===== config.mk =====
export PLATFORM = sky130hd
export DESIGN_NAME = prot_key_check
export DESIGN_NICKNAME = d
export VERILOG_FILES = /design/src/rtl/prot_key_pkg.sv /design/src/rtl/key_table_dp.sv /design/src/rtl/key_check_ctrl.sv /design/src/rtl/prot_key_check.sv
export SDC_FILE = /design/constraint.sdc
export NUM_CORES = 1
export LEC_CHECK = 0
export BUFFER_PORTS_ARGS = -buffer_cell sky130_fd_sc_hd__buf_2
export CAP_MARGIN = 15
export CORE_MARGIN = 2
export CORE_UTILIZATION = 55
export CTS_BUF_LIST = sky130_fd_sc_hd__clkbuf_16
export CTS_CLUSTER_SIZE = 12
export DETAILED_ROUTE_END_ITERATION = 10
export PLACE_DENSITY = 0.72
export SYNTH_ARGS = -nofsm -noshare
export SYNTH_HDL_FRONTEND = slang
export SYNTH_HIERARCHICAL = 1
export SYNTH_SLANG_ARGS = --single-unit

===== constraint.sdc =====
create_clock -name clk -period 4.43 [get_ports clk]
set_clock_uncertainty 0.15 [all_clocks]
set_input_delay 0.443 -clock clk [delete_from_list [all_inputs] [get_ports clk]]
set_output_delay 0.443 -clock clk [all_outputs]
set_load 0.01 [all_outputs]

===== src/rtl/prot_key_pkg.sv =====
package prot_key_pkg;

  localparam int RIGHTS_W = 3;
  localparam int RIGHT_RD = 0;
  localparam int RIGHT_WR = 1;
  localparam int RIGHT_EX = 2;

  typedef logic [RIGHTS_W-1:0] rights_t;

  typedef enum logic [1:0] {
    ACC_READ  = 2'b00,
    ACC_WRITE = 2'b01,
    ACC_EXEC  = 2'b10,
    ACC_NONE  = 2'b11
  } accKind_e;

  // strobes from control to the key-register datapath
  typedef struct packed {
    logic flushAll;
    logic writeCommit;
    logic dupPurge;
    logic capture;
  } tableStrobe_t;

  function automatic rights_t needMask(logic [1:0] acc);
    rights_t m;
    m = '0;
    case (acc)
      ACC_READ:  m[RIGHT_RD] = 1'b1;
      ACC_WRITE: m[RIGHT_WR] = 1'b1;
      ACC_EXEC:  m[RIGHT_EX] = 1'b1;
      default:   m = '0;
    endcase
    return m;
  endfunction

endpackage


===== src/rtl/key_table_dp.sv =====
module key_table_dp
  import prot_key_pkg::*;
#(
  parameter int NUM_ENTRIES = 16,
  parameter int KEY_W       = 18,
  localparam int IDX_W      = (NUM_ENTRIES > 1) ? $clog2(NUM_ENTRIES) : 1
) (
  input  logic               clk,
  input  logic               rstN,
  input  tableStrobe_t       strobe,
  input  logic [IDX_W-1:0]   wrIdx,
  input  logic [KEY_W-1:0]   wrKey,
  input  rights_t            wrRights,
  input  logic               wrValid,
  input  logic [KEY_W-1:0]   lkKey,
  input  rights_t            lkRights,
  output logic               hitAny,
  output rights_t            effRightsComb
);

  logic [NUM_ENTRIES-1:0]          matchVec;
  logic [NUM_ENTRIES-1:0]          dupVec;
  logic [NUM_ENTRIES*RIGHTS_W-1:0] hitRightsFlat;

  for (genvar i = 0; i < NUM_ENTRIES; i++) begin : gEntry
    logic             entValid;
    logic [KEY_W-1:0] entKey;
    rights_t          entRights;
    logic             isTarget;

    assign isTarget = (wrIdx == IDX_W'(i));

    always_ff @(posedge clk) begin
      if (!rstN) begin
        entValid  <= 1'b0;
        entKey    <= '0;
        entRights <= '0;
      end else if (strobe.flushAll) begin
        entValid <= 1'b0;
      end else if (strobe.writeCommit && isTarget) begin
        entValid  <= wrValid;
        entKey    <= wrKey;
        entRights <= wrRights;
      end else if (strobe.dupPurge && dupVec[i]) begin
        entValid <= 1'b0;
      end
    end

    assign matchVec[i] = entValid && (entKey == lkKey);
    assign dupVec[i]   = entValid && (entKey == wrKey) && !isTarget;
    assign hitRightsFlat[i*RIGHTS_W +: RIGHTS_W] = matchVec[i] ? entRights : '0;
  end

  rights_t keyRights;
  always_comb begin
    keyRights = '0;
    for (int i = 0; i < NUM_ENTRIES; i++) begin
      keyRights = keyRights | hitRightsFlat[i*RIGHTS_W +: RIGHTS_W];
    end
  end

  assign hitAny        = |matchVec;
  assign effRightsComb = keyRights & lkRights;

endmodule


===== src/rtl/key_check_ctrl.sv =====
module key_check_ctrl
  import prot_key_pkg::*;
(
  input  logic         clk,
  input  logic         rstN,
  input  logic         wrEn,
  input  logic         wrValid,
  input  logic         flushReq,
  input  logic         lkValid,
  input  logic [1:0]   lkAccess,
  input  logic         hitAny,
  input  rights_t      effRightsComb,
  output tableStrobe_t strobe,
  output logic         resultValid,
  output logic         keyMissFault,
  output logic         rightsFault,
  output rights_t      effRights
);

  always_comb begin
    strobe.flushAll    = flushReq;
    strobe.writeCommit = wrEn && !flushReq;
    strobe.dupPurge    = wrEn && wrValid && !flushReq;
    strobe.capture     = lkValid;
  end

  logic grantOk;
  assign grantOk = |(effRightsComb & needMask(lkAccess));

  always_ff @(posedge clk) begin
    if (!rstN) begin
      resultValid  <= 1'b0;
      keyMissFault <= 1'b0;
      rightsFault  <= 1'b0;
      effRights    <= '0;
    end else if (strobe.capture) begin
      resultValid  <= 1'b1;
      keyMissFault <= !hitAny;
      rightsFault  <= hitAny && !grantOk;
      effRights    <= hitAny ? effRightsComb : '0;
    end else begin
      resultValid  <= 1'b0;
      keyMissFault <= 1'b0;
      rightsFault  <= 1'b0;
      effRights    <= '0;
    end
  end

endmodule


===== src/rtl/prot_key_check.sv =====
module prot_key_check
  import prot_key_pkg::*;
#(
  parameter int NUM_ENTRIES = 16,
  parameter int KEY_W       = 18,
  localparam int IDX_W      = (NUM_ENTRIES > 1) ? $clog2(NUM_ENTRIES) : 1
) (
  input  logic             clk,
  input  logic             rstN,
  input  logic             lookupValid,
  input  logic [KEY_W-1:0] lookupKey,
  input  logic [2:0]       lookupRights,
  input  logic [1:0]       lookupAccess,
  input  logic             regWrEn,
  input  logic [IDX_W-1:0] regWrIdx,
  input  logic [KEY_W-1:0] regWrKey,
  input  logic [2:0]       regWrRights,
  input  logic             regWrValid,
  input  logic             flushReq,
  output logic             resultValid,
  output logic             keyMissFault,
  output logic             rightsFault,
  output logic [2:0]       effRights
);

  tableStrobe_t strobe;
  logic         hitAny;
  rights_t      effRightsComb;

  key_table_dp #(.NUM_ENTRIES(NUM_ENTRIES), .KEY_W(KEY_W)) dp (
    .clk(clk), .rstN(rstN), .strobe(strobe),
    .wrIdx(regWrIdx), .wrKey(regWrKey), .wrRights(regWrRights), .wrValid(regWrValid),
    .lkKey(lookupKey), .lkRights(lookupRights),
    .hitAny(hitAny), .effRightsComb(effRightsComb)
  );

  key_check_ctrl ctrl (
    .clk(clk), .rstN(rstN),
    .wrEn(regWrEn), .wrValid(regWrValid), .flushReq(flushReq),
    .lkValid(lookupValid), .lkAccess(lookupAccess),
    .hitAny(hitAny), .effRightsComb(effRightsComb),
    .strobe(strobe),
    .resultValid(resultValid), .keyMissFault(keyMissFault),
    .rightsFault(rightsFault), .effRights(effRights)
  );

endmodule


==> key figures <==
Placed design
  – # port buffers: 59
  – Dpl cells: 2988
  – Pre-CTS setup slack: 1.14 ns
  – Placer Congestion: slightly below 1
  – DP Area: 21200 sq um
  – Detailed placement HPWL: 44200 microns

Logic synthesis
  – Syn Nets: 2657
  – Mapped Area: 20900 sq um
  – Synth warn: 6
  – Mean Syn Cell Area: 8.04 sq um
  – Post-Synthesis Cells: 2603

Clocking
  – Sink Count: ~360
  – Clock transition at path regs: 0.06 ns
  – Deepest clock path buffer count: 3
  – Post_cts resized: 0
  – Setup bufs post-CTS: 0
  – Clock latency on the worst-skew pair: about 0.56 ns
  – H-tree Lvls: 2
  – Cts bufs inserted: 40
  – CTS tree: yes
  – Post-CTS Hold Fix Bufs: 0
  – CTS Root Cell: clkbuf_16

STA
  – Hold Fails Final Rpt: 0
  – RSZ-0062 raised after global routing: no
  – Setup-failing EPs final: 0
  – Slew Viols, Final: 0
  – Period minus WS final: 2.85 ns
  – Slew Limit Headroom: 17.8%
  – Fmax: 351 MHz
  – Tcrit/Tclk final: 64.3%
  – Slew at the pin closest to its max-slew limit: 1.23 ns
  – Setup WS post-layout: 1.58 ns
  – Setup tns final: 0 ns
  – Worst hold margin: between 0.015 and 0.02 ns

Final layout
  – Non-filler cells, final: 3056
  – Layout cells sized above 1: 7.27%
  – Syn-to-layout area delta: 6.61%
  – Final core occ: between 50% and 60%
  – Fin nets: 2573
  – Final instance area: 22300 sq um

Critical path
  – CP startpoint kind: input port
  – Slowest stage delay, CP: 0.63 ns
  – Crit-path max FO: 10
  – CP Data Arrival Time: 3.15 ns
  – CP Capture Type: register
  – Crit path required time: 4.73 ns
  – Worst path slowest cell: or4_1
  – Worst setup path start: lookupKey[13]
  – WS Path Type: input port to register
  – RR Startpoint: dp/gEntry[7].entKey[4]
  – CP cell instances: buf_2 -> buf_4 -> xnor2_1 -> nand4_1 -> or4_1 -> o22ai_1 -> nor4_1 -> a21boi_1 -> mux2i_1 -> o211a_1

Drt
  – Wire length on met2: 30900 microns
  – Met3 Routed Length: just over 7000 microns
  – Iter 0 DRT Violations: 2134
  – M1 wire length: 26900 microns
  – Post-DR vias/cell: ~6.0
  – Drt total wl: about 70000 microns
  – DR WL/cell: ~23 microns
  – Pre-Repair DR Iteration Count: 5
  – Number of nets still failing antenna checks after routing: 0
  – DRC: 0
  – Max layer used: met4
  – Routed via count: 18400

Floorplan
  – Die W: roughly 200 microns
  – Die area: 39600 sq um
  – Die height: 199 microns
  – I/O pin cnt: 60
  – Initial Utilization: 55.7%
  – Std-Cell Rows: a little over 70
  – Core box area: 37600 sq um

Global route
  – First-pass GRT wire length: between 100000 and 150000 microns
  – GRT Total Usage: 35.1%
  – Total grt overflow: 0
  – Vias in the first global route: 18100
  – Largest net degree at the start of global routing: 187
  – Initial antenna violation count: 2

Run status
  – Status: finished, final reports clean

Min path
  – Hold Crit Class: input port to register
  – Hold wc startpoint: lookupAccess[0]

Pwr
  – IR drop worst, VDD: 0.215 mV
  – Tot Pwr: about 7.1 mW
  – PwrDens: 318 nW/um^2
  – Static leakage: 6.82 nW

Run
  – Max_cap viols: 0
==> power by group <==
| part | leakage, nW | internal, mW | switching (mW) |
|---|---|---|---|
| Sequential | 2.88 | 3.23 | 0.0152 |
| Combinational | 3.34 | 0.266 | 0.514 |
| Clock | 0.602 | 1.72 | 1.36 |
==> sequential cells by signal, indices dropped and copies added, names as in the netlist <==
register             cells
ctrl/effRights           3
ctrl/rightsFault         1
ctrl/resultValid         1
dp/gEntry.entValid      16
ctrl/keyMissFault        1
dp/gEntry.entKey       288
dp/gEntry.entRights     48
==> cell type report <==
class / count / area (sq um)
Timing Repair Buffer: 106 / 679
Sequential cell: 358 / 7170
Antenna cell: 2 / 5.00
Clock inverter: 25 / 133
Inverter: 16 / 60.1
Clock buffer: 41 / 1030
Tap cell: 511 / 639
Fill cell: 3367 / 15300
Multi-Input combinational cell: 1997 / 12600
==> worst max-delay path: cells and delay by family <==
kind / cells / cell delay [ns]
AND/OR/NAND/NOR: 3 / 0.83
buffers and inverters: 2 / 0.80
AO/OA/AOI/OAI: 3 / 0.79
XOR/XNOR: 1 / 0.17
multiplexers: 1 / 0.12
==> per-layer routing <==
metal / up-vias / track usage, %
met2: 1017 / 55.6
met4: 0 / 20.2
met1: 8764 / 44.3
met3: 290 / 7.26
met5: - / 0
li1: 8374 / -
==> placed cells by master (no fill, tap or decap), types with 2 or more instances in the layout <==
master     instances
a311oi_1           3
clkinv_1           8
a21boi_1           3
nor3_2            16
or4_1              9
inv_1             24
nand4_1          123
xnor2_1          414
buf_4             45
nand2b_1           3
o22ai_1           28
xor2_1           158
nor3_1            26
buf_12             2
nor4_1            29
nor2b_1            5
a221oi_1           4
and2_1             8
xnor2_2            4
dfxtp_1          358
a21oi_1           16
clkinv_2           7
or4_4              7
nand3_1           20
clkbuf_16         41
nor2_1             8
diode_2            2
o21ai_0            4
buf_2             58
nand2_1          741
o211ai_1          16
a2111oi_0          9
a21boi_0         336
==> worst paths after layout <==
check                              endpoint  slack [ns]  cells past startpoint
hold / removal             ctrl/rightsFault        0.02                      2
setup / recovery           ctrl/rightsFault        1.58                     10
hold reg to reg   dp/gEntry[2].entRights[1]        0.32                      2
setup reg to reg           ctrl/rightsFault        1.81                      8
(Power assumes the default switching activity.)
